==> config.mk <==
export PLATFORM = sky130hd
export DESIGN_NAME = raster_timing_gen
export DESIGN_NICKNAME = d
export VERILOG_FILES = /design/src/rtl/raster_timing_gen.sv
export SDC_FILE = /design/constraint.sdc
export NUM_CORES = 1
export LEC_CHECK = 0
export ABC_AREA = 0
export BUFFER_PORTS_ARGS = -buffer_cell sky130_fd_sc_hd__buf_2
export CELL_PAD_IN_SITES_DETAIL_PLACEMENT = 0
export CELL_PAD_IN_SITES_GLOBAL_PLACEMENT = 1
export CORE_UTILIZATION = 25
export DETAILED_ROUTE_END_ITERATION = 12
export PLACE_DENSITY = 0.68
export SYNTH_ARGS = -nofsm -noshare
export SYNTH_HDL_FRONTEND = slang
export SYNTH_SLANG_ARGS = --single-unit
export TNS_END_PERCENT = 10
==> constraint.sdc <==
create_clock -name clk -period 5.9 [get_ports clk]
set_input_delay 0.59 -clock clk [delete_from_list [all_inputs] [get_ports clk]]
set_output_delay 0.59 -clock clk [all_outputs]
set_load 0.02 [all_outputs]
==> src/rtl/raster_timing_gen.sv <==
module raster_timing_gen #(
  parameter int HCW = 8,
  parameter int VCW = 7,
  parameter int RCW = 5,
  parameter bit ZERO_HSYNC_OFF = 1'b0,
  parameter bit FIXED_VSYNC = 1'b0,
  parameter bit VB_ROW_START = 1'b0
) (
  input  logic           clk,
  input  logic           rst,
  input  logic           ce,
  input  logic [HCW-1:0] h_total,
  input  logic [HCW-1:0] h_disp,
  input  logic [HCW-1:0] h_sync_pos,
  input  logic [7:0]     sync_widths,
  input  logic [VCW-1:0] v_total,
  input  logic [RCW-1:0] v_adjust,
  input  logic [VCW-1:0] v_disp,
  input  logic [VCW-1:0] v_sync_pos,
  input  logic [7:0]     mode_ctl,
  input  logic [RCW-1:0] row_max,
  output logic           hsync,
  output logic           vsync,
  output logic           disp_en,
  output logic [HCW-1:0] h_count,
  output logic [RCW-1:0] row_count,
  output logic [VCW-1:0] v_count
);
  localparam int SWW = 5;

  logic           in_adj, nadj;
  logic [HCW-1:0] nh;
  logic [RCW-1:0] nrow;
  logic [VCW-1:0] nv;
  logic [RCW:0]   row_inc;
  logic [SWW-1:0] hs_left, vs_left, hs_eff, vs_eff;
  logic           hb, vb, de_d1, de_d2;
  logic           line_end, vs_start, vb_eval, de_raw, de_sel;
  logic [1:0]     skew;

  wire unused_mode = ^{mode_ctl[7:6], mode_ctl[3:0]};

  assign line_end = (h_count == h_total);
  assign nh       = line_end ? '0 : h_count + HCW'(1);
  assign row_inc  = {1'b0, row_count} + (RCW+1)'(1);

  always_comb begin
    nrow = row_count;
    nv   = v_count;
    nadj = in_adj;
    if (line_end) begin
      if (in_adj) begin
        if (row_inc == {1'b0, v_adjust}) begin
          nrow = '0;
          nv   = '0;
          nadj = 1'b0;
        end else begin
          nrow = row_inc[RCW-1:0];
        end
      end else if (row_count == row_max) begin
        nrow = '0;
        if (v_count == v_total) begin
          if (v_adjust == '0) nv = '0;
          else nadj = 1'b1;
        end else begin
          nv = v_count + VCW'(1);
        end
      end else begin
        nrow = row_inc[RCW-1:0];
      end
    end
  end

  assign hs_eff = (sync_widths[3:0] == 4'd0) ? (ZERO_HSYNC_OFF ? 5'd0 : 5'd16)
                                             : {1'b0, sync_widths[3:0]};
  assign vs_eff = (FIXED_VSYNC || sync_widths[7:4] == 4'd0) ? 5'd16
                                                            : {1'b0, sync_widths[7:4]};
  assign vs_start = (nv == v_sync_pos) && (nrow == '0) && !nadj;
  assign vb_eval  = VB_ROW_START ? ((nh == '0) && (nrow == '0)) : 1'b1;

  always_ff @(posedge clk) begin
    if (rst) begin
      h_count   <= '0;
      row_count <= '0;
      v_count   <= '0;
      in_adj    <= 1'b0;
      hsync     <= 1'b0;
      hs_left   <= '0;
      vsync     <= 1'b0;
      vs_left   <= '0;
      hb        <= 1'b1;
      vb        <= 1'b1;
      de_d1     <= 1'b0;
      de_d2     <= 1'b0;
    end else if (ce) begin
      h_count   <= nh;
      row_count <= nrow;
      v_count   <= nv;
      in_adj    <= nadj;

      if (nh == h_sync_pos && hs_eff != '0) begin
        hsync   <= 1'b1;
        hs_left <= hs_eff - SWW'(1);
      end else if (hsync) begin
        if (hs_left == '0) hsync <= 1'b0;
        else hs_left <= hs_left - SWW'(1);
      end

      if (line_end) begin
        if (vs_start) begin
          vsync   <= 1'b1;
          vs_left <= vs_eff - SWW'(1);
        end else if (vsync) begin
          if (vs_left == '0) vsync <= 1'b0;
          else vs_left <= vs_left - SWW'(1);
        end
      end

      if (nh == h_disp) hb <= 1'b1;
      else if (nh == '0) hb <= 1'b0;

      if (vb_eval) begin
        if (nv == v_disp) vb <= 1'b1;
        else if (nv == '0) vb <= 1'b0;
      end

      de_d1 <= de_raw;
      de_d2 <= de_d1;
    end
  end

  assign skew   = mode_ctl[5:4];
  assign de_raw = ~(hb | vb);
  assign de_sel = (skew == 2'b00) ? de_raw : (skew == 2'b01) ? de_d1 : de_d2;
  assign disp_en = de_sel & (skew != 2'b11);

endmodule

==> results of run 1 <==
==> state kept, by name, indices dropped and copies added, names as in the netlist <==
register	cells
vb	1
vs_left	5
hsync	1
row_count	5
vsync	1
hb	1
hs_left	5
h_count	8
de_d2	1
in_adj	1
v_count	7
de_d1	1
==> layout make-up <==
cell class | count | area [um2]
Tap cell | 176 | 220
Timing Repair Buffer | 92 | 465
Multi-Input combinational cell | 387 | 2560
Clock buffer | 5 | 125
Clock inverter | 3 | 17.5
Fill cell | 1487 | 9290
Inverter | 9 | 33.8
Sequential cell | 37 | 741
==> worst min-delay path, stage by stage (launching register included) <==
cell and delay, ns:
sky130_fd_sc_hd__dfxtp_1 0.32, sky130_fd_sc_hd__nand2_1 0.05, sky130_fd_sc_hd__a21oi_1 0.05
==> final timing paths <==
| kind | from | endpoint | slack [ns] | depth (start not counted) |
|---|---|---|---|---|
| max | row_count[0]$_SDFFE_PP0P_ | vs_left[4]$_SDFFE_PP0P_ | 0.91 | 15 |
| min | hs_left[1]$_SDFFE_PP0P_ | hs_left[1]$_SDFFE_PP0P_ | 0.47 | 2 |
| max reg2reg | row_count[0]$_SDFFE_PP0P_ | vs_left[4]$_SDFFE_PP0P_ | 0.91 | 15 |
| min reg2reg | hs_left[1]$_SDFFE_PP0P_ | hs_left[1]$_SDFFE_PP0P_ | 0.47 | 2 |
==> power groups by stage <==
| stage | clock network, mW | logic, mW | registers, mW |
|---|---|---|---|
| floorplan | 0 | 0.0718 | 0.266 |
| global placement | 0 | 0.115 | 0.269 |
| detailed placement | 0 | 0.116 | 0.269 |
| CTS | 0.269 | 0.117 | 0.263 |
| global route | 0.280 | 0.128 | 0.264 |
| finish | 0.262 | 0.116 | 0.263 |
==> cell families after synthesis <==
kind of cell    share of synthesized area (%)
compound gates                           21.1
xor+xnor                                 16.1
fa+ha+maj                                1.79
buf+inv                                  5.49
flops                                    21.2
mux                                      6.35
simple gates                             28.0
==> stage by stage <==
stage | hold slack, ns | cell area [um2]
after floorplan | 0.445 | 3490
after global placement | 0.462 | 4020
after detailed placement | 0.463 | 4020
after CTS | 0.471 | 4170
after global routing | 0.499 | 4170
final | 0.472 | 4170
==> per-layer routing <==
layer	GRT usage, %	up-vias
met5	0	-
li1	-	1828
met2	23.4	124
met3	2.04	6
met4	3.67	0
met1	20.2	1724
==> cells in the final DEF (no fill, tap or decap), types with 3 or more instances in the layout <==
cell type	Yosys	final
sky130_fd_sc_hd__nor4_1	6	6
sky130_fd_sc_hd__ha_1	5	5
sky130_fd_sc_hd__nand2_1	17	17
sky130_fd_sc_hd__o21ai_0	27	27
sky130_fd_sc_hd__nor2_1	50	50
sky130_fd_sc_hd__a21oi_1	33	33
sky130_fd_sc_hd__inv_1	9	9
sky130_fd_sc_hd__xnor2_1	45	45
sky130_fd_sc_hd__nand3_1	25	25
sky130_fd_sc_hd__a31oi_1	8	8
sky130_fd_sc_hd__and2_1	3	3
sky130_fd_sc_hd__nand2b_1	8	8
sky130_fd_sc_hd__o22ai_1	5	5
sky130_fd_sc_hd__nor3b_1	4	4
sky130_fd_sc_hd__a41o_1	3	3
sky130_fd_sc_hd__xor2_1	19	19
sky130_fd_sc_hd__nand4_1	9	9
sky130_fd_sc_hd__o21a_1	3	3
sky130_fd_sc_hd__nor3_1	18	18
sky130_fd_sc_hd__o311ai_0	3	3
sky130_fd_sc_hd__a21o_1	5	5
sky130_fd_sc_hd__nor4b_1	4	3
sky130_fd_sc_hd__clkbuf_16	0	5
sky130_fd_sc_hd__dfxtp_1	37	37
sky130_fd_sc_hd__and4_1	4	4
sky130_fd_sc_hd__mux2i_1	21	21
sky130_fd_sc_hd__buf_2	1	90
sky130_fd_sc_hd__a211oi_1	4	4
sky130_fd_sc_hd__nor2b_1	4	4
sky130_fd_sc_hd__and3_1	9	9
sky130_fd_sc_hd__a22oi_1	3	3
==> flow_summary_export.csv, run 1 <==
group,metric,value,unit
timing,timing.slew.headroom,45.5,%
logic_synthesis,netlist_instances,461,
logic_synthesis,syn_avg_cell_area,7.57,um2
logic_synthesis,warnings_from_yosys,0,
power,cellInternalPower,0.464,mW
critical_path,cpLargestDelayFamily,"simple AND/OR/NAND/NOR gates",
floorplan,fp.dieArea,14400,um2
run,cap_violations,0,
timing,setup_tns,0,ns
finish,drive_gt1_share,22.1,%
power,pwr-share-seq,41.0,%
floorplan,initial_utilization,25.9,%
power,switching_share,27.7,%
clock_network,cts.path.max_buffers,2,
power,power.share.clock,40.9,%
placement,place.detailed.hpwl,8070,um
global_routing,number_of_antenna_violations_at_the_first_check_in_global_routing,0,
logic_synthesis,synth.top_cell.area_share,21.2,%
logic_synthesis,synth_common_cells,"sky130_fd_sc_hd__nor2_1 (50), sky130_fd_sc_hd__xnor2_1 (45), sky130_fd_sc_hd__dfxtp_1 (37)",
timing,post-route-min-period,4.99,ns
timing,fin_ws,0.910,ns
critical_path,library_cell_appearing_most_often_on_the_critical_path,"sky130_fd_sc_hd__ha_1",
critical_path,worst-endpoint-required,6.08,ns
critical_path,critPathMaxFanout,11,
outcome,status,"completed",
critical_path,crit_path_top_delay_cell,"sky130_fd_sc_hd__or4_4",
finish,layout-area-overhead-vs-synth,19.4,%
logic_synthesis,asyncSetResetFlopFracSynth,0,%
detailed_routing,route.antenna.remaining_nets,0,
logic_synthesis,netlist.top_cell.by_area,"sky130_fd_sc_hd__dfxtp_1",
detailed_routing,route.detailed.wl_per_inst,15.0,um
logic_synthesis,synth_seq_cells,37,
global_routing,grt_pass1_wl,17000,um
placement,buffer_ports.inserted,90,
detailed_routing,top_layer_used,"met4",
floorplan,coreArea,13500,um2
detailed_routing,drt-initial-drc-count,221,
critical_path,cp_cell_instances,"ha_1, nand3_1, xnor2_1, or4_4, a21oi_1, o32ai_1, or4_1, nor4_1, and4_1, mux2i_1, ha_1, and2_1, nor3b_1, o21ai_0, a221oi_1",
clock_network,clk_transition_reported_paths,0.06,ns
logic_synthesis,synth_ff_type,"sky130_fd_sc_hd__dfxtp_1",
critical_path,cp_num_buf_inv,0,
power,vdd.ir_drop.worst,0.0000869,V
logic_synthesis,netlist-cell-type-count,66,
clock_network,tritoncts,"yes",
logic_synthesis,netlist_top_cells_area,"sky130_fd_sc_hd__dfxtp_1 (21%), sky130_fd_sc_hd__xnor2_1 (11%), sky130_fd_sc_hd__mux2i_1 (6.0%)",
critical_path,timing.critical_path.arrival,5.17,ns
detailed_routing,detail_route.wirelength.met1,5160,um
clock_network,numCtsBuffers,5,
timing,finalMaxSlewViolations,0,
logic_synthesis,number_of_nets_produced_by_synthesis,540,
placement,gpl.final_weighted_congestion,0.872,
logic_synthesis,netlist_area_before_placement,3490,um2
finish,insertedDiodeCount,0,
floorplan,chipHeight,120,um
finish,layout.core_utilization,31.0,%
clock_network,ctsResizeCount,0,
floorplan,io-pin-count,97,
detailed_routing,route.met3.wl,581,um
detailed_routing,detailroute.via_count,3682,
placement,place_inst,701,
min_path,hold_class,"register to register",
critical_path,crit_path_end_kind,"register",
critical_path,max_stage_delay,0.56,ns
timing,tightest_slew,0.814,ns
global_routing,grt.total_usage,14.6,%
global_routing,grt.overflow.total,0,
timing,hold_violations,0,
power,netSwitchingPower,0.178,mW
floorplan,std_cell_rows,42,
timing,max_clock_freq,0.200,GHz
detailed_routing,route.final.wire_length,10600,um
logic_synthesis,synthMostInstantiatedCell,"sky130_fd_sc_hd__nor2_1",
power,overall_power,0.642,mW
critical_path,setup.worst_path.class,"register to register",
detailed_routing,drc,0,
logic_synthesis,sequential_cell_area_fraction_in_the_yosys_report,21.2,%
power,power_density,154,nW/um2
global_routing,largest_net_degree_at_the_start_of_global_routing,39,
clock_network,setup_buffers_after_cts,0,
floorplan,die-width,120,um
finish,fin_nets,611,
logic_synthesis,synth_edf_count,0,
timing,grt_setup_unrepaired,"false",
power,leakagePower,1.63,nW
finish,finish.cell_count_without_fillers,709,
timing,period_share,84.6,%
clock_network,clock_latency,0.28,ns
clock_network,cts_htree_levels,2,
timing,final-setup-viol-count,0,
power,logic_pwr_share,18.1,%
detailed_routing,drt-vias-per-instance,5.19,
placement,dp_worst_setup_slack,0.903,ns
clock_network,clock_tree.root_cell,"sky130_fd_sc_hd__clkbuf_16",
critical_path,setup.worst_path.start_class,"register",
global_routing,first_global_vias,3386,
detailed_routing,detail_route.first_pass.iterations,5,
detailed_routing,route.met2.wl,4790,um
timing,worst_clock_skew,0.00339,ns
clock_network,cts_num_sinks,37,
clock_network,postCtsHoldBufs,0,
No activity file was read; power rests on OpenSTA's default activity.
==> run 2, diff against run 1 <==
==> constraint.sdc (replaced) <==
create_clock -name clk -period 5.06 [get_ports clk]
set_input_delay 0.506 -clock clk [delete_from_list [all_inputs] [get_ports clk]]
set_output_delay 0.506 -clock clk [all_outputs]
set_load 0.02 [all_outputs]
==> flow_summary_export.csv, run 2 (same netlist as run 1, synthesis figures left out) <==
group,metric,value,unit
outcome,status,"completed",
floorplan,initial_utilization,25.9,%
global_routing,grt.total_usage,15.3,%
power,power_density,188,nW/um2
floorplan,fp.dieArea,14400,um2
floorplan,std_cell_rows,42,
finish,fillCellCount,1486,
timing,final-setup-viol-count,0,
timing,worst_clock_skew,0.00564,ns
critical_path,worst-endpoint-required,5.24,ns
detailed_routing,route.antenna.remaining_nets,0,
critical_path,crit_path_end_kind,"register",
global_routing,grt.overflow.total,0,
finish,layout-area-overhead-vs-synth,23.8,%
detailed_routing,drc,0,
finish,largest_register_ff_count,8,
placement,gpl.final_weighted_congestion,0.893,
clock_network,clk_transition_reported_paths,0.06,ns
clock_network,ctsResizeCount,0,
finish,multi_input_comb_area,2560,um2
critical_path,setup.worst_path.start_class,"register",
critical_path,number_of_cells_traversed_by_the_worst_register_to_register_path,14,
detailed_routing,detail_route.first_pass.iterations,4,
min_path,hold_class,"register to register",
finish,final-seq-area,741,um2
clock_network,cts_htree_levels,2,
power,logic_pwr_share,17.7,%
finish,insertedDiodeCount,0,
global_routing,first_global_vias,3544,
detailed_routing,drt-initial-drc-count,208,
power,vdd.ir_drop.worst,0.000152,V
clock_network,cts.path.max_buffers,2,
power,cellInternalPower,0.609,mW
detailed_routing,route.detailed.wl_per_inst,15.1,um
timing,hold_violations,0,
critical_path,timing.critical_path.arrival,4.81,ns
finish,drive_gt1_share,24.4,%
floorplan,io-pin-count,97,
run,cap_violations,0,
detailed_routing,drt-vias-per-instance,5.15,
critical_path,r2r-start,"row_count[3]$_SDFFE_PP0P_",
clock_network,setup_buffers_after_cts,0,
detailed_routing,detailroute.via_count,3731,
clock_network,clock_latency,0.28,ns
timing,timing.slew.headroom,48.9,%
placement,buffer_ports.inserted,90,
global_routing,grt_pass1_wl,17800,um
detailed_routing,route.final.wire_length,10900,um
power,power.share.clock,44.9,%
critical_path,timing.critical_path.to,"vs_left[4]$_SDFFE_PP0P_",
timing,max_clock_freq,0.216,GHz
power,switching_share,24.9,%
power,leakagePower,1.73,nW
clock_network,tritoncts,"yes",
timing,period_share,91.5,%
timing,grt_setup_unrepaired,"false",
finish,registers.top_by_ff_count,"h_count",
timing,finalMaxSlewViolations,0,
power,netSwitchingPower,0.202,mW
global_routing,number_of_antenna_violations_at_the_first_check_in_global_routing,0,
clock_network,numCtsBuffers,5,
critical_path,setup.worst_path.class,"register to register",
power,overall_power,0.811,mW
critical_path,rr_endpoint,"vs_left[4]$_SDFFE_PP0P_",
finish,final_cell_mix,"sky130_fd_sc_hd__buf_2 (90), sky130_fd_sc_hd__nor2_1 (50), sky130_fd_sc_hd__xnor2_1 (45), sky130_fd_sc_hd__dfxtp_1 (37), sky130_fd_sc_hd__a21oi_1 (33)",
clock_network,cts_num_sinks,37,
placement,place.detailed.hpwl,8520,um
floorplan,die-width,120,um
floorplan,coreArea,13500,um2
critical_path,critPathMaxFanout,10,
finish,fin_nets,627,
global_routing,largest_net_degree_at_the_start_of_global_routing,39,
timing,tightest_slew,0.764,ns
power,pwr-share-seq,37.4,%
finish,biggestRegsByFlops,"h_count: 8 flops, v_count: 7 flops",
critical_path,setup.reg_to_reg.worst_slack,0.43,ns
floorplan,chipHeight,120,um
timing,post-route-min-period,4.63,ns
finish,layout_commonest_cell,"sky130_fd_sc_hd__buf_2",
timing,setup_tns,0,ns
clock_network,clock_tree.root_cell,"sky130_fd_sc_hd__clkbuf_16",
clock_network,postCtsHoldBufs,0,
critical_path,worst_setup_path_startpoint,"row_count[3]$_SDFFE_PP0P_",
-- run 2: cell types whose count changed in the layout (fill, tap and decap cells not counted) --
| cell | previous run | this run |
|---|---|---|
| sky130_fd_sc_hd__buf_4 | 2 | 18 |
| sky130_fd_sc_hd__clkbuf_8 | 0 | 1 |
| sky130_fd_sc_hd__clkinv_2 | 2 | 0 |
| sky130_fd_sc_hd__bufinv_16 | 0 | 1 |
-- run 2: metal layers --
| metal | wire length, um | up-vias | track usage (%) | share of wire, % |
|---|---|---|---|---|
| li1 | - | 1858 | - | - |
| met1 | 5240 | 1719 | 21.4 | 48 |
| met2 | 4750 | 142 | 23.6 | 43 |
| met3 | 732 | 12 | 2.71 | 6.7 |
| met4 | 197 | 0 | 4.53 | 1.8 |
| met5 | 0 | - | 0 | 0 |
-- run 2: layout make-up --
| cell class | instances | share of cell area [%] |
|---|---|---|
| multi-input combinational | 387 | 59.3 |
| clock inverter | 2 | 0.869 |
| clock buffer | 6 | 3.21 |
| sequential | 37 | 17.1 |
| timing repair buffer | 108 | 13.6 |
| tap | 176 | 5.10 |
| inverter | 9 | 0.782 |
-- run 2: worst max-delay path: stages (launching register included) --
cell	delay, ns
sky130_fd_sc_hd__dfxtp_1	0.57
sky130_fd_sc_hd__nand3_1	0.27
sky130_fd_sc_hd__xnor2_1	0.20
sky130_fd_sc_hd__or4_4	0.56
sky130_fd_sc_hd__or2_1	0.25
sky130_fd_sc_hd__a32o_1	0.25
sky130_fd_sc_hd__or4_1	0.51
sky130_fd_sc_hd__nor4_1	0.26
sky130_fd_sc_hd__and4_1	0.44
sky130_fd_sc_hd__mux2i_1	0.23
sky130_fd_sc_hd__ha_1	0.25
sky130_fd_sc_hd__and2_1	0.16
sky130_fd_sc_hd__nor3b_1	0.23
sky130_fd_sc_hd__o21ai_0	0.11
sky130_fd_sc_hd__a221oi_1	0.25
-- run 2: worst min-delay path by stage --
stage | startpoint | to | slack (ns) | cells past startpoint
after floorplan | hs_left[1]$_SDFFE_PP0P_ | hs_left[1]$_SDFFE_PP0P_ | 0.44 | 2
after global placement | hs_left[1]$_SDFFE_PP0P_ | hs_left[1]$_SDFFE_PP0P_ | 0.46 | 2
after detailed placement | hs_left[1]$_SDFFE_PP0P_ | hs_left[1]$_SDFFE_PP0P_ | 0.46 | 2
after CTS | hs_left[1]$_SDFFE_PP0P_ | hs_left[1]$_SDFFE_PP0P_ | 0.47 | 2
after global routing | hs_left[1]$_SDFFE_PP0P_ | hs_left[1]$_SDFFE_PP0P_ | 0.49 | 2
final | hs_left[1]$_SDFFE_PP0P_ | hs_left[1]$_SDFFE_PP0P_ | 0.48 | 2
-- run 2: through the flow --
| stage | std cells | util (%) | hold WS, ns | worst slack (ns) | cell area [um2] |
|---|---|---|---|---|---|
| detailed placement | 717 | 30.8 | 0.464 | 0.380 | 4140 |
| floorplan | 461 | - | 0.445 | 0.657 | 3490 |
| finish | 725 | 32.1 | 0.475 | 0.432 | 4320 |
| global placement | 717 | 30.8 | 0.459 | 0.423 | 4140 |
| global route | 725 | 32.1 | 0.487 | 0.0855 | 4320 |
| CTS | 725 | 32.1 | 0.473 | 0.383 | 4320 |
-- run 2: power by group through the flow --
stage / logic [mW] / clock network (mW) / registers, mW
detailed placement: 0.143 / 0 / 0.310
global placement: 0.142 / 0 / 0.310
global route: 0.158 / 0.388 / 0.303
floorplan: 0.0838 / 0 / 0.310
finish: 0.143 / 0.364 / 0.303
CTS: 0.144 / 0.377 / 0.303
